### src/rtl/adc_align_pkg.sv
package adc_align_pkg;

    typedef enum logic {
        ALIGN_FRAME   = 1'b0,
        ALIGN_PATTERN = 1'b1
    } align_mode_e;

    localparam int DEF_CHUNK_W = 6;
    localparam int DEF_LOCK_N  = 4;

endpackage

### src/rtl/adc_lane_history.sv
module adc_lane_history #(
    parameter int CHUNK_W = 6,
    parameter int HIST_W  = 24
) (
    input  logic               clk,
    input  logic               rst,
    input  logic [CHUNK_W-1:0] chunk_in,
    output logic [HIST_W-1:0]  hist
);
    logic [HIST_W-1:0] hist_d, hist_q;

    always_comb begin
        hist_d = {hist_q[HIST_W-CHUNK_W-1:0], chunk_in};
    end

    always_ff @(posedge clk) begin
        if (rst) hist_q <= '0;
        else     hist_q <= hist_d;
    end

    assign hist = hist_q;

    // newest chunk lands at the low end, older bits move up
    assert_hist_load_R2: assert property (@(posedge clk) disable iff (rst)
        $past(!rst) |-> hist_q[CHUNK_W-1:0] == $past(chunk_in));
endmodule

### src/rtl/adc_slice_mux.sv
module adc_slice_mux #(
    parameter int HIST_W = 24,
    parameter int WORD_W = 12,
    parameter int OFF_W  = 4
) (
    input  logic [HIST_W-1:0] hist,
    input  logic [OFF_W-1:0]  off,
    output logic [WORD_W-1:0] slice
);
    always_comb begin
        slice = hist[off +: WORD_W];
    end
endmodule

### src/rtl/adc_frame_finder.sv
module adc_frame_finder #(
    parameter int HIST_W = 24,
    parameter int WORD_W = 12,
    parameter int OFF_W  = 4
) (
    input  logic [HIST_W-1:0] hist,
    input  logic [WORD_W-1:0] shape,
    output logic              found,
    output logic [OFF_W-1:0]  found_off
);
    // lowest matching shift wins
    always_comb begin
        found     = 1'b0;
        found_off = '0;
        for (int k = WORD_W - 1; k >= 0; k--) begin
            if (hist[k +: WORD_W] == shape) begin
                found     = 1'b1;
                found_off = OFF_W'(k);
            end
        end
    end
endmodule

### src/rtl/adc_frame_aligner.sv
module adc_frame_aligner #(
    parameter int CHUNK_W = adc_align_pkg::DEF_CHUNK_W,
    parameter int LOCK_N  = adc_align_pkg::DEF_LOCK_N
) (
    input  logic                 clk,
    input  logic                 rst,
    input  logic [CHUNK_W-1:0]   data_chunk,
    input  logic [CHUNK_W-1:0]   frame_chunk,
    input  logic                 pattern_mode,
    input  logic [2*CHUNK_W-1:0] sync_word,
    input  logic                 resync,
    output logic [2*CHUNK_W-1:0] word_out,
    output logic                 word_valid,
    output logic                 locked,
    output logic                 frame_err
);
    import adc_align_pkg::*;

    localparam int WORD_W = 2 * CHUNK_W;
    localparam int HIST_W = 2 * WORD_W;
    localparam int OFF_W  = $clog2(WORD_W);
    localparam int FILL_N = HIST_W / CHUNK_W;
    localparam int FILL_W = $clog2(FILL_N + 1);
    localparam int CNT_W  = $clog2(LOCK_N + 1);
    localparam logic [WORD_W-1:0] FRAME_SHAPE = {{CHUNK_W{1'b1}}, {CHUNK_W{1'b0}}};

    typedef struct packed {
        logic [OFF_W-1:0]  off;
        logic [CNT_W-1:0]  cnt;
        logic              locked;
        logic              err;
        logic              phase;
        logic [FILL_W-1:0] fill;
        logic [WORD_W-1:0] word;
        logic              valid;
    } ctl_t;

    ctl_t ctl_d, ctl_q;

    logic [HIST_W-1:0] data_hist, frame_hist;
    logic [WORD_W-1:0] data_slice, frame_slice;
    logic              shape_found;
    logic [OFF_W-1:0]  shape_off;
    logic              eval;
    logic [CNT_W-1:0]  cnt_inc;
    align_mode_e       mode;

    adc_lane_history #(.CHUNK_W(CHUNK_W), .HIST_W(HIST_W)) u_data_hist (
        .clk(clk), .rst(rst), .chunk_in(data_chunk), .hist(data_hist));
    adc_lane_history #(.CHUNK_W(CHUNK_W), .HIST_W(HIST_W)) u_frame_hist (
        .clk(clk), .rst(rst), .chunk_in(frame_chunk), .hist(frame_hist));

    adc_slice_mux #(.HIST_W(HIST_W), .WORD_W(WORD_W), .OFF_W(OFF_W)) u_data_mux (
        .hist(data_hist), .off(ctl_q.off), .slice(data_slice));
    adc_slice_mux #(.HIST_W(HIST_W), .WORD_W(WORD_W), .OFF_W(OFF_W)) u_frame_mux (
        .hist(frame_hist), .off(ctl_q.off), .slice(frame_slice));

    adc_frame_finder #(.HIST_W(HIST_W), .WORD_W(WORD_W), .OFF_W(OFF_W)) u_finder (
        .hist(frame_hist), .shape(FRAME_SHAPE), .found(shape_found), .found_off(shape_off));

    always_comb begin
        mode    = align_mode_e'(pattern_mode);
        eval    = ctl_q.phase && (ctl_q.fill == FILL_W'(FILL_N));
        cnt_inc = ctl_q.cnt + CNT_W'(1);
        ctl_d       = ctl_q;
        ctl_d.phase = ~ctl_q.phase;
        ctl_d.valid = 1'b0;
        if (ctl_q.fill != FILL_W'(FILL_N)) ctl_d.fill = ctl_q.fill + FILL_W'(1);

        if (resync) begin
            ctl_d.locked = 1'b0;
            ctl_d.cnt    = '0;
            ctl_d.off    = '0;
            ctl_d.err    = 1'b0;
        end else if (eval) begin
            if (mode == ALIGN_FRAME) begin
                if (ctl_q.locked) begin
                    if (frame_slice != FRAME_SHAPE) begin
                        ctl_d.err    = 1'b1;
                        ctl_d.locked = 1'b0;
                        ctl_d.cnt    = '0;
                    end else begin
                        ctl_d.err   = 1'b0;
                        ctl_d.valid = 1'b1;
                        ctl_d.word  = data_slice;
                    end
                end else if (!shape_found) begin
                    ctl_d.err = 1'b1;
                    ctl_d.cnt = '0;
                end else begin
                    ctl_d.err = 1'b0;
                    if (shape_off == ctl_q.off && ctl_q.cnt != '0) begin
                        ctl_d.cnt = cnt_inc;
                        if (cnt_inc == CNT_W'(LOCK_N)) begin
                            ctl_d.locked = 1'b1;
                            ctl_d.cnt    = '0;
                        end
                    end else begin
                        ctl_d.off = shape_off;
                        ctl_d.cnt = CNT_W'(1);
                        if (LOCK_N == 1) begin
                            ctl_d.locked = 1'b1;
                            ctl_d.cnt    = '0;
                        end
                    end
                end
            end else begin
                ctl_d.err = 1'b0;
                if (ctl_q.locked) begin
                    ctl_d.valid = 1'b1;
                    ctl_d.word  = data_slice;
                end else if (data_slice == sync_word) begin
                    ctl_d.cnt = cnt_inc;
                    if (cnt_inc == CNT_W'(LOCK_N)) begin
                        ctl_d.locked = 1'b1;
                        ctl_d.cnt    = '0;
                    end
                end else begin
                    ctl_d.cnt = '0;
                    ctl_d.off = (ctl_q.off == OFF_W'(WORD_W - 1)) ? '0 : ctl_q.off + OFF_W'(1);
                end
            end
        end
    end

    always_ff @(posedge clk) begin
        if (rst) ctl_q <= '0;
        else     ctl_q <= ctl_d;
    end

    assign word_out   = ctl_q.word;
    assign word_valid = ctl_q.valid;
    assign locked     = ctl_q.locked;
    assign frame_err  = ctl_q.err;

    assert_reset_clear_R1: assert property (@(posedge clk)
        rst |=> (!locked && !word_valid && !frame_err));
    assert_off_range_R2: assert property (@(posedge clk) disable iff (rst)
        ctl_q.off < OFF_W'(WORD_W));
    assert_lock_after_count_R4: assert property (@(posedge clk) disable iff (rst)
        $rose(locked) |-> (LOCK_N == 1 || $past(ctl_q.cnt) == CNT_W'(LOCK_N - 1)));
    assert_valid_needs_lock_R5: assert property (@(posedge clk) disable iff (rst)
        word_valid |-> locked);
    assert_valid_spacing_R5: assert property (@(posedge clk) disable iff (rst)
        word_valid |=> !word_valid);
    assert_err_unlocks_R6: assert property (@(posedge clk) disable iff (rst)
        $rose(frame_err) |-> !locked);
    assert_off_frozen_R8: assert property (@(posedge clk) disable iff (rst)
        locked |=> (!locked || $stable(ctl_q.off)));
    assert_resync_drop_R9: assert property (@(posedge clk) disable iff (rst)
        resync |=> (!locked && !frame_err));
endmodule

### config.mk
export PLATFORM = sky130hd
export DESIGN_NAME = adc_frame_aligner
export DESIGN_NICKNAME = d
export VERILOG_FILES = /design/src/rtl/adc_align_pkg.sv /design/src/rtl/adc_lane_history.sv /design/src/rtl/adc_slice_mux.sv /design/src/rtl/adc_frame_finder.sv /design/src/rtl/adc_frame_aligner.sv
export SDC_FILE = /design/constraint.sdc
export NUM_CORES = 1
export LEC_CHECK = 0
export BUFFER_PORTS_ARGS = -buffer_cell sky130_fd_sc_hd__buf_2
export CORE_UTILIZATION = 50
export CTS_BUF_LIST = sky130_fd_sc_hd__clkbuf_4 sky130_fd_sc_hd__clkbuf_8
export DETAILED_ROUTE_END_ITERATION = 10
export HOLD_SLACK_MARGIN = 0.03
export PLACE_DENSITY = 0.71
export SYNTH_ARGS = -nofsm -noshare
export SYNTH_HDL_FRONTEND = slang
export SYNTH_SLANG_ARGS = --single-unit
### constraint.sdc
create_clock -name clk -period 2.76 [get_ports clk]
set_input_delay 0.552 -clock clk [delete_from_list [all_inputs] [get_ports clk]]
set_output_delay 0.552 -clock clk [all_outputs]
set_load 0.01 [all_outputs]
# Word level (Yosys, flattened, before mapping)

Index checks and enable logic that the tools add are counted.

Output and inout port bits: 15
Bits in registers: 74

Eq/ne operators: 24
Multiplexer cells: 46
Bitwise gates (word level): 4
Add/subtract/negate cells: 3
Shifts and indexed selects: 2
Reduce and logical (&&, ||, !) cells: 9

Operator list:

| cell                                                          | count |
|---|---|
| 12-bit == test, second input constant                         | 12 |
| 4-bit 2-to-1 mux                                              | 19 |
| 13-bit 2-to-1 mux                                             | 4 |
| 24-bit by 5-bit variable part select with 12-bit output       | 2 |
| 1-bit 2-to-1 mux                                              | 17 |
| 12-bit == test                                                | 1 |
| 12-bit != test, second input constant                         | 1 |
| 3-bit 2-to-1 mux                                              | 3 |
| 9-bit 2-to-1 mux                                              | 1 |
| 8-bit 2-to-1 mux                                              | 1 |
| 2-bit != test, second input constant                          | 4 |
| 3-bit by 1-bit adder with 3-bit output, second input constant | 2 |
| 3-bit == test, second input constant                          | 2 |
| 5-bit 2-to-1 mux                                              | 1 |
| 5-bit AND reduction                                           | 1 |
| 4-bit by 1-bit adder with 4-bit output, second input constant | 1 |
| 4-bit == test                                                 | 1 |
| 4-bit == test, second input constant                          | 1 |
| 1-bit NOT                                                     | 4 |
| 4-bit AND reduction                                           | 1 |
| 3-bit != test, second input constant                          | 1 |
| 3-bit AND reduction                                           | 1 |
| 3-bit nonzero test                                            | 1 |
| 3-bit OR reduction                                            | 1 |
| other kinds (4)                                               | 5 |

# Logic depth before layout (Yosys ltp)

Word-level depth: 19
Mapped depth: 13
Gate-level depth less buffers: 8

# Cells and area by module

From an unflattened synthesis, not the netlist that was laid out.

Cell total of the unflattened synthesis: 692
Area, all modules: 6,860.3 um^2

By module, submodules not included:

| module            | area an instance (um^2) | seq. area each (um^2) | instances | cells each |
|---|---|---|---|---|
| adc_slice_mux     | 994.7                   | 0.0                   | 2         | 84 |
| adc_frame_finder  | 1,878.1                 | 0.0                   | 1         | 244 |
| adc_frame_aligner | 1,606.5                 | 520.5                 | 1         | 180 |
| adc_lane_history  | 693.2                   | 480.5                 | 2         | 50 |

# Worst setup path after synthesis

No wires, ideal clock.

Kind: register to register
Start: register ctl_q[23] (netlist bit)
End: register ctl_q[24] (netlist bit)
Path slack: -0.071 ns
Required time: 2.643 ns
Cell stages (with the launch flop): 12
Path buffers: 3
Arrival: 2.714 ns
Clock period less this slack: 2.831 ns
Cells stage by stage: dfxtp_1 buf_6 buf_6 buf_2 mux4_2 a221oi_2 o21ai_0 o32ai_1 nand3_1 o31a_1 or2_4 a22o_1

Word-level cells in the longest chain between the ends: 5
Elaborated cells on any way between the ends: 13
Those cells by class: add/sub (1); eq/ne (5); shift (1); mux (4); reduce/logical (2)

RTL lines:

| element                                                                                         | line                     | source |
|---|---|---|
| start, declared                                                                                 | adc_frame_aligner.sv:38  | `ctl_t ctl_d, ctl_q;` |
| start signal, assigned                                                                          | adc_frame_aligner.sv:128 | `else ctl_q <= ctl_d;` |
| branches (longest 5 deep; another with 24-bit by 5-bit variable part select with 12-bit output) | n/a                      |  |

Parallel ways; which one is timed is not known. The select of a mux whose other input is x is not followed.
A chain may end at the register's enable or synchronous reset.

# Worst setup path in the final report

Ends and elaborated chain as after synthesis.

==> results.ini <==
[place]
io_buffers = 42
gp_congestion = 0.9051
dp_hpwl_mm = 9.818
dp.cells = 750

[power]
pwr-share-clk_pct = 36.3
max-vdd-ir-drop_v = 0.0001919
p_sw_share_pct = 27.88
seq_power_share_pct = 50.8
netSwitchingPower_uw = 626.4
p_int_uw = 1621
comb_power_share_pct = 12.9
leakagePower_uw = 0.002372
cellPowerDensity_nw_per_um2 = 345.5
power_uw = 2247

[cts]
cts.reportedPaths.clkPinSlew_ns = 0.08
cts_tree = done
cts.sinks = 74
clk_latency_ns = 0.38
clk_path_buf_depth = 2
clock-root-buffer = clkbuf_8
cts_buffers = 9
clock_tree.htree_level_count = 3

[worst_setup_path]
crit_fanout = 6
cpLargestDelayFamily = multiplexers
critical_path_cell_count = 9
path_buf_inv = 1
cp_slowest_cell = mux4_2
max_stage_delay_ns = 0.51
arrival_ns = 3.21
worstPathCellList = buf_6 > mux4_2 > mux4_2 > xor2_1 > a21oi_2 > o2111ai_2 > o31a_1 > or2_4 > a22o_1
r2r_cells = 9
endpoint_kind = flop
start_kind = flop
crit_required_ns = 3.03
critical_path_class = flop to flop
crit_top_cell = mux4_2

[detailed_routing]
drcViolationCount = 0
ant_nets = 0
via_count = 4668
drtIter0Drc = 517
wirelength_mm = 13.88
drtPass1Iterations = 4
avgViaCountPerCell = 5.985
wl_per_cell_um = 17.80

[grt]
grt_overflow = 0
grt.total_usage_pct = 26.26
antenna_found_initial = 0
grt_pass1_wl_mm = 22.84
grt_max_degree = 67
grt_pass1_vias = 4404

[sta]
worst_pin_slew_ns = 0.6820
hold_slack_ns = 0.3858
maxSlewHeadroom_pct = 54.54
rsz0062_at_grt = yes
skew_ns = 0.01472
fin_crit_ns = 2.939
timing.fmax_mhz = 340.2
drv_slew = 0
hold_viol = 0
setup_viol = 19
min_period_over_period_pct = 106.5
setup_tns_ns = -1.349
setup_ws_ns = -0.1793

[cells_and_area]
nNetsFinal = 673
fill_cells = 837
antennaDiodeCount = 0
synthToLayoutAreaGrowth_pct = 23.61
drive_gt1_share_pct = 37.11
regArea_um2 = 1494
multi_input_area_um2 = 3645
stdcell_count = 780
final_util_pct = 63.28

[run]
maxCapViolations = 0

[logic_synthesis]
yosys-top-cells-count = dfxtp_1, nor2b_1, mux2i_1, nand2_1, nor2_1
ys_seq_area_share_pct = 28.16
ys_warn_count = 0
synth.top_cells.by_area = dfxtp_1, mux4_2, mux2i_1, nor2b_1, xnor2_1
ys_types = 68
syn_inst = 556
synth_top_cell_area_share_pct = 28.16
synthFlopType = dfxtp_1
synth_top_cell_by_area = dfxtp_1
synth_area_um2 = 5261
yosysMostFrequentCell = dfxtp_1
syn_nets = 590
ys_ff_latch = 74
synthArstFlopShare_pct = 0
synth_area_per_cell_um2 = 9.463
synth_edf_count = 0

[worst_hold_path]
hold-path-cell-count = 2
hp-class = primary input to flop

[floorplan]
num_rows = 37
initial_core_util_pct = 51.19
top_level_ports = 43
core_um2 = 10280
fp.dieW_um = 104.6
fp.dieArea_um2 = 10940
die_h_um = 104.6

[outcome]
status = finished with violations
failed_checks = setup timing

-- flip-flops by register name, summed over array words and instances (netlist names) --
register and count:
u_data_hist.hist 24, u_frame_hist.hist 24, word_out 12, ctl_q 11, frame_err 1, locked 1, word_valid 1
-- cells in the final DEF, fill, tap and decap left out, types with 17 or more instances in the layout --
master    n
a21oi_1  17
buf_2    42
buf_4    64
dfxtp_1  70
mux2i_1  32
mux4_2   27
nand2_1  36
nand3_1  19
nor2_1   31
nor2b_1  58
xnor2_1  19
-- worst register-to-register path: stages, from the launching register on --
cell,delay [ns]
dfxtp_4,0.44
buf_6,0.13
mux4_2,0.50
mux4_2,0.51
xor2_1,0.19
a21oi_2,0.12
o2111ai_2,0.15
o31a_1,0.29
or2_4,0.28
a22o_1,0.23
-- metrics by stage --
| step | area, um^2 | worst slack [ns] |
|---|---|---|
| 6_report | 6504 | -0.1793 |
| 5_1_grt | 6504 | -0.2666 |
| 4_1_cts | 6271 | -0.08802 |
| 3_5_place_dp | 5894 | -0.3124 |
| 3_3_place_gp | 5894 | -0.2606 |
| 2_1_floorplan | 5278 | -0.009826 |
-- kinds of logic after synthesis --
kind of cell	share of synthesized area, %
flops	28.16
simple gates	23.19
xor+xnor	4.495
compound gates	12.65
buf+inv	6.492
fa+ha+maj	1.427
mux	23.59
-- routing by layer --
layer	track usage [%]	part of all wire, %	routed length [um]
met4	10.87	2.5	344
met3	4.055	4.8	671
met2	40.87	47	6554
met5	0	0	0
met1	36.39	45	6312
-- worst paths after layout --
path | start | to | slack, ns
setup / recovery | ctl_q[23]$_SDFFE_PP0P_ | ctl_q[24]$_SDFFE_PP0P_ | -0.18
hold reg to reg | ctl_q[16]$_SDFF_PP0_ | ctl_q[16]$_SDFF_PP0_ | 0.43
hold / removal | frame_chunk[5] | u_frame_hist.hist[5]$_SDFF_PP0_ | 0.39
setup reg to reg | ctl_q[23]$_SDFFE_PP0P_ | ctl_q[24]$_SDFFE_PP0P_ | -0.18
-- layout make-up --
type / count / area share (%)
clock buffer: 11 / 2.328
clock inverter: 5 / 0.5964
inverter: 10 / 0.5964
multi-input combinational: 420 / 56.04
sequential: 74 / 22.97
tap: 136 / 2.616
timing repair buffer: 124 / 14.85
-- power groups by stage --
stage / clock, uW / sequential [uW] / combinational [uW]
finish: 816 / 1140 / 290
global route: 875 / 1150 / 316
CTS: 828 / 1140 / 273
detailed placement: 0 / 1170 / 260
global placement: 0 / 1170 / 256
floorplan: 0 / 1150 / 181
-- repair_timing --
item	4_1_cts	5_1_grt
buffers inserted	5	7
pin swaps	8	12
hold endpoints to repair	0	0
gates cloned	1	1
gates resized for setup	30	35
endpoints found under the setup margin	21	21
hold buffers	0	0
(Power assumes the default switching activity.)
